===== src/rtl/pbc_pkg.sv =====
package pbc_pkg;
  // Emitter phase within one output frame
  typedef enum logic [1:0] {
    PH_IDLE  = 2'd0,
    PH_SHIFT = 2'd1,
    PH_QUIET = 2'd2
  } emit_phase_e;
endpackage


===== src/rtl/pbc_sync.sv =====
module pbc_sync #(
  parameter int STAGES = 2
) (
  input  logic clk,
  input  logic rst_n,
  input  logic bclk_i,
  input  logic wclk_i,
  input  logic sdat_i,
  output logic bclk_s,
  output logic wclk_s,
  output logic sdat_s,
  output logic rise,
  output logic fall
);
  logic [STAGES-1:0] sb, sw, sd;
  logic bprev;

  always_ff @(posedge clk or negedge rst_n) begin
    if (!rst_n) begin
      sb    <= '0;
      sw    <= '0;
      sd    <= '0;
      bprev <= 1'b0;
    end else begin
      sb    <= {sb[STAGES-2:0], bclk_i};
      sw    <= {sw[STAGES-2:0], wclk_i};
      sd    <= {sd[STAGES-2:0], sdat_i};
      bprev <= sb[STAGES-1];
    end
  end

  assign bclk_s = sb[STAGES-1];
  assign wclk_s = sw[STAGES-1];
  assign sdat_s = sd[STAGES-1];
  assign rise   = bclk_s & ~bprev;
  assign fall   = ~bclk_s & bprev;
endmodule


===== src/rtl/pbc_capture.sv =====
module pbc_capture #(
  parameter int WORD_W = 16,
  parameter int SLOT_W = 32
) (
  input  logic              clk,
  input  logic              rst_n,
  input  logic              rise,
  input  logic              wclk_s,
  input  logic              sdat_s,
  output logic              vld,
  output logic [WORD_W-1:0] lword,
  output logic [WORD_W-1:0] rword,
  output logic              err
);
  localparam int CW = $clog2(SLOT_W + 2) + 1;
  localparam logic [CW-1:0] CMAX  = CW'(SLOT_W + 1);
  localparam logic [CW-1:0] CSLOT = CW'(SLOT_W);
  localparam logic [CW-1:0] CWORD = CW'(WORD_W);

  logic [CW-1:0]     cnt;
  logic [WORD_W-1:0] sh;
  logic              primed, seen, wprev, l_ok;
  logic              slot_ok;

  assign slot_ok = (cnt == CSLOT);

  always_ff @(posedge clk or negedge rst_n) begin
    if (!rst_n) begin
      cnt    <= '0;
      sh     <= '0;
      primed <= 1'b0;
      seen   <= 1'b0;
      wprev  <= 1'b0;
      l_ok   <= 1'b0;
      vld    <= 1'b0;
      lword  <= '0;
      rword  <= '0;
      err    <= 1'b0;
    end else begin
      vld <= 1'b0;
      if (rise) begin
        primed <= 1'b1;
        wprev  <= wclk_s;
        if (primed && (wclk_s != wprev)) begin
          if (wclk_s) begin
            // right slot ends, frame closes
            rword <= sh;
            if (seen && !slot_ok) err <= 1'b1;
            if (l_ok && slot_ok) begin
              vld <= 1'b1;
              err <= 1'b0;
            end
            l_ok <= 1'b0;
          end else begin
            // left slot ends
            lword <= sh;
            l_ok  <= seen && slot_ok;
            if (seen && !slot_ok) err <= 1'b1;
          end
          seen <= 1'b1;
          cnt  <= CW'(1);
          sh   <= {sh[WORD_W-2:0], sdat_s};
        end else begin
          if (cnt < CWORD) sh <= {sh[WORD_W-2:0], sdat_s};
          if (cnt != CMAX) cnt <= cnt + CW'(1);
        end
      end
    end
  end
endmodule


===== src/rtl/pbc_emit.sv =====
module pbc_emit
  import pbc_pkg::*;
#(
  parameter int WORD_W     = 16,
  parameter int FRAME_BITS = 64,
  parameter int LATCH_AT   = 48,
  parameter int LATCH_LEN  = 1
) (
  input  logic              clk,
  input  logic              rst_n,
  input  logic              bclk_s,
  input  logic              fall,
  input  logic              vld,
  input  logic [WORD_W-1:0] lword,
  input  logic [WORD_W-1:0] rword,
  output logic              bclk_o,
  output logic              dl_o,
  output logic              dr_o,
  output logic              le_o
);
  localparam int PW = $clog2(FRAME_BITS) + 1;
  localparam logic [PW-1:0] P_WORD  = PW'(WORD_W);
  localparam logic [PW-1:0] P_LAST  = PW'(FRAME_BITS - 1);
  localparam logic [PW-1:0] P_LE_ON = PW'(LATCH_AT);
  localparam logic [PW-1:0] P_LE_OF = PW'(LATCH_AT + LATCH_LEN);

  emit_phase_e       ph;
  logic              pend, gate;
  logic [WORD_W-1:0] stg_l, stg_r, shl, shr;
  logic [PW-1:0]     pos, nxt;

  assign nxt = pos + PW'(1);

  always_ff @(posedge clk or negedge rst_n) begin
    if (!rst_n) begin
      ph     <= PH_IDLE;
      pend   <= 1'b0;
      gate   <= 1'b0;
      stg_l  <= '0;
      stg_r  <= '0;
      shl    <= '0;
      shr    <= '0;
      pos    <= '0;
      bclk_o <= 1'b0;
      dl_o   <= 1'b0;
      dr_o   <= 1'b0;
      le_o   <= 1'b0;
    end else begin
      bclk_o <= bclk_s & gate;
      if (vld) begin
        pend  <= 1'b1;
        stg_l <= {~lword[WORD_W-1], lword[WORD_W-2:0]};
        stg_r <= {~rword[WORD_W-1], rword[WORD_W-2:0]};
      end
      if (fall) begin
        if (pend) begin
          pend <= 1'b0;
          ph   <= PH_SHIFT;
          pos  <= '0;
          gate <= 1'b1;
          le_o <= 1'b0;
          dl_o <= stg_l[WORD_W-1];
          dr_o <= stg_r[WORD_W-1];
          shl  <= {stg_l[WORD_W-2:0], 1'b0};
          shr  <= {stg_r[WORD_W-2:0], 1'b0};
        end else if (ph != PH_IDLE) begin
          pos <= nxt;
          if (nxt < P_WORD) begin
            dl_o <= shl[WORD_W-1];
            dr_o <= shr[WORD_W-1];
            shl  <= {shl[WORD_W-2:0], 1'b0};
            shr  <= {shr[WORD_W-2:0], 1'b0};
          end else if (nxt == P_WORD) begin
            gate <= 1'b0;
            dl_o <= 1'b0;
            dr_o <= 1'b0;
            ph   <= PH_QUIET;
          end
          le_o <= (nxt >= P_LE_ON) && (nxt < P_LE_OF);
          if (pos == P_LAST) ph <= PH_IDLE;
        end
      end
    end
  end
endmodule


===== src/rtl/pcm_par_burst.sv =====
module pcm_par_burst #(
  parameter int WORD_W      = 16,
  parameter int SLOT_W      = 32,
  parameter int LATCH_GAP   = 32,
  parameter int LATCH_LEN   = 1,
  parameter int SYNC_STAGES = 2
) (
  input  logic clk,
  input  logic rst_n,
  input  logic bclk_i,
  input  logic wclk_i,
  input  logic sdat_i,
  output logic bclk_o,
  output logic dl_o,
  output logic dr_o,
  output logic le_o,
  output logic err_o
);
  localparam int FRAME_BITS = 2 * SLOT_W;
  localparam int LATCH_AT   = WORD_W + LATCH_GAP;

  logic bclk_s, wclk_s, sdat_s, b_rise, b_fall;
  logic cap_vld;
  logic [WORD_W-1:0] cap_l, cap_r;

  pbc_sync #(.STAGES(SYNC_STAGES)) u_sync (
    .clk(clk), .rst_n(rst_n),
    .bclk_i(bclk_i), .wclk_i(wclk_i), .sdat_i(sdat_i),
    .bclk_s(bclk_s), .wclk_s(wclk_s), .sdat_s(sdat_s),
    .rise(b_rise), .fall(b_fall)
  );

  pbc_capture #(.WORD_W(WORD_W), .SLOT_W(SLOT_W)) u_cap (
    .clk(clk), .rst_n(rst_n),
    .rise(b_rise), .wclk_s(wclk_s), .sdat_s(sdat_s),
    .vld(cap_vld), .lword(cap_l), .rword(cap_r), .err(err_o)
  );

  pbc_emit #(
    .WORD_W(WORD_W), .FRAME_BITS(FRAME_BITS),
    .LATCH_AT(LATCH_AT), .LATCH_LEN(LATCH_LEN)
  ) u_emit (
    .clk(clk), .rst_n(rst_n),
    .bclk_s(bclk_s), .fall(b_fall),
    .vld(cap_vld), .lword(cap_l), .rword(cap_r),
    .bclk_o(bclk_o), .dl_o(dl_o), .dr_o(dr_o), .le_o(le_o)
  );
endmodule


===== config.mk =====
export PLATFORM = sky130hd
export DESIGN_NAME = pcm_par_burst
export DESIGN_NICKNAME = d
export VERILOG_FILES = /design/src/rtl/pbc_pkg.sv /design/src/rtl/pbc_sync.sv /design/src/rtl/pbc_capture.sv /design/src/rtl/pbc_emit.sv /design/src/rtl/pcm_par_burst.sv
export SDC_FILE = /design/constraint.sdc
export NUM_CORES = 1
export LEC_CHECK = 0
export ABC_AREA = 1
export BUFFER_PORTS_ARGS = -buffer_cell sky130_fd_sc_hd__buf_4
export CAP_MARGIN = 20
export CORE_ASPECT_RATIO = 1.2
export CORE_MARGIN = 5
export CORE_UTILIZATION = 50
export DETAILED_ROUTE_END_ITERATION = 8
export GPL_TIMING_DRIVEN = 0
export PLACE_DENSITY = 0.66
export SLEW_MARGIN = 30
export SYNTH_ARGS = -nofsm -noshare
export SYNTH_HDL_FRONTEND = slang
export SYNTH_SLANG_ARGS = --single-unit

===== constraint.sdc =====
create_clock -name clk -period 2.4 [get_ports clk]
set_input_delay 0.36 -clock clk [delete_from_list [all_inputs] [get_ports clk]]
set_output_delay 0.36 -clock clk [all_outputs]
set_load 0.01 [all_outputs]

==> flow_summary.ini <==
[placed_design]
portBuffers = 9
hpwl_um = 8429
gp_congestion = 0.8786

[die]
std_cell_rows = 44
die_h_um = 130.9
ios = 10
chipWidth_um = 110.7
start_util = 0.5071
core-area_sq_mm = 0.01200
die_area_sq_mm = 0.01449

[run_status]
status = completed

[yosys]
yosys.area_share.simple = 0.1754
synth-xor-area-share = 0.007196
synthFlopType = dfrtp_1
seq_area_frac_synth = 0.5962
syn_inst = 617
ys_ff_latch = 145
synth.distinct_cells = 33
synth_fa_ha_area_frac = 0.01028
yosysWarnings = 0
yosysTopAreaCell = dfrtp_1
yosysTopAreaCellShare = 0.5962
syn_avg_cell_area_sq_um = 9.864
syn_nets = 627
synth_edf_count = 0
netlist_area_sq_mm = 0.006086
synth_async_sr_flop_share = 1.000
synth.area.top_cells = dfrtp_1 (60%), nand2_1 (12%), o21ai_0 (4.8%)
synth_top_family_by_area = simple AND/OR/NAND/NOR gates
synth_compound_area_frac = 0.1135
synthMuxAreaShare = 0.04975

[critical_path]
worst_ep_required_time_ns = 2.70
critPathSlowestCell = nor2_1
ff2ff_path_depth = 6
cp.arrival_ns = 2.23
slowest_delay_ns = 0.40
crit_type = reg2reg
startpoint_type = register
cp-end-kind = register
critPathMaxFanout = 10
path_cells = inv_1 -> nor2_1 -> nand2_2 -> nand2_1 -> buf_4 -> mux2_2

[job]
cap_violations = 0

[sta]
setup_violations = 0
relSlewSlack = 0.4837
finalCritPeriodShare = 0.8052
setup_tns_ns = 0
rsz0062_at_grt = no
hold_viol = 0
drv_slew = 0
min_period_ns = 1.932
achievable-frequency_mhz = 517.5
worst_pin_slew_ns = 0.7745
fin_skew_ns = 0.006034

[detailed_routing]
dr.pass1.iters = 4
ant_nets = 0
drtIter0Drc = 188
routedWlPerCell_um = 14.62
routed_wl_um = 12000
dr_total_vias = 4171
vias_per_cell = 5.080
drc_errors = 0

[finish]
insertedDiodeCount = 0
drive_gt1_frac = 0.1515
seq_area_sq_mm = 0.003628
layout.nets = 657
fill_cells = 1073
multi_input_area_sq_mm = 0.002167
area_growth_pct = 14.70
final_cell_mix = nand2_1 (188), dfrtp_1 (145), o21ai_0 (58)
mostFrequentLayoutCell = nand2_1

[clock_network]
post_cts_buffers = 0
ctsHoldBuffers = 1
numClockSinks = 145
path_clk_slew_ns = 0.06
htreeDepth = 4
cts_inserted_buffers = 17
clock_path_buffers = 2
post_cts_resized = 0
clk_latency_ns = 0.42
tritoncts = yes
cts_root_buf = clkbuf_16

[global_route]
grt_pass1_wl_um = 20560
grt_overflow = 0
antenna_found_initial = 0
first_global_vias = 4170
grt_max_degree = 77
grtUsageTotal = 0.1793

[hold_path]
holdPathStages = 1
hold_path.class = in2reg

[pwr]
power_density_mw_per_mm2 = 861.6
p_total_mw = 6.014
irDropWorstVdd_mv = 0.5146
leakagePower_nw = 3.225
==> final cells by class <==
cell class,count,area share
Sequential cell,145,0.5198
Multi-Input combinational cell,413,0.3105
Clock buffer,18,0.06291
Tap cell,161,0.02886
Buffer,26,0.02384
Clock inverter,14,0.02025
Inverter,33,0.01775
Timing Repair Buffer,11,0.01613
==> worst max-delay path: cells and delay by family (launching register included) <==
family	cells	cell delay [ns]
buffers and inverters	2	0.25
flip-flops	1	0.37
multiplexers	1	0.34
AND/OR/NAND/NOR	3	0.86
==> logic make-up (layout without fill, tap and decap cells) <==
family,Yosys count,after routing
mux,30,30
flops,145,145
buf+inv,59,102
fa+ha+maj,5,5
xor+xnor,5,5
simple gates,257,257
compound gates,116,116
==> through the flow <==
| stage | setup WS [ns] | util | instance area, sq um | cells | hold slack [ns] |
|---|---|---|---|---|---|
| after floorplan | 0.7899 | - | 6086 | 617 | 0.06441 |
| after CTS | 0.4423 | 0.5816 | 6980 | 821 | 0.03197 |
| after global placement | 0.3569 | 0.5295 | 6355 | 787 | 0.3344 |
| after detailed placement | 0.4520 | 0.5324 | 6390 | 788 | 0.3379 |
| after global routing | 0.3445 | 0.5816 | 6980 | 821 | 0.02982 |
| final | 0.4676 | 0.5816 | 6980 | 821 | 0.04795 |
==> layer usage <==
metal / global-route usage / part of all wire / up-vias
met2: 0.3132 / 0.52 / 52
li1: - / - / 2067
met4: 0.06304 / 0.014 / 0
met3: 0.04836 / 0.027 / 13
met5: 0 / 0 / -
met1: 0.2166 / 0.44 / 2039
==> cell usage after synthesis, types with 2 or more instances <==
library cell    n
nand2_1       188
dfrtp_1       145
o21ai_0        58
nor2_1         34
inv_1          32
mux2i_1        28
o21ai_2        28
a21oi_1        24
nand3_1        14
clkbuf_1       11
buf_2           6
buf_6           5
ha_1            5
nand2_2         4
nor2_4          4
nor3_1          4
xor2_1          4
o21ai_1         3
buf_4           2
mux2_2          2
nand3_2         2
nand4_1         2
o22ai_1         2
==> power by group <==
part / switching [mW] / internal (mW)
clock: 1.01 / 1.55
sequential: 0.206 / 2.75
combinational: 0.323 / 0.172
==> sequential cells by signal, indices dropped and copies added (netlist names), 2 cells and up <==
| signal | count |
|---|---|
| u_cap.cnt | 7 |
| u_cap.lword | 16 |
| u_cap.rword | 16 |
| u_cap.sh | 16 |
| u_emit.ph | 2 |
| u_emit.pos | 7 |
| u_emit.shl | 15 |
| u_emit.shr | 15 |
| u_emit.stg_l | 16 |
| u_emit.stg_r | 16 |
| u_sync.sb | 2 |
| u_sync.sd | 2 |
| u_sync.sw | 2 |
==> final timing paths <==
check                                      end          from  slack (ns)
max in group asynchronous       u_cap.lword[7]         rst_n        1.17
min in group asynchronous        u_emit.pos[5]         rst_n        0.49
worst min-delay path              u_sync.sw[0]        wclk_i        0.05
worst min register to register    u_sync.sb[1]  u_sync.sb[0]        0.35
worst max register to register     u_cap.sh[0]  u_sync.sb[1]        0.47
worst max-delay path               u_cap.sh[0]  u_sync.sb[1]        0.47
Power figures use the tool's default switching activity.
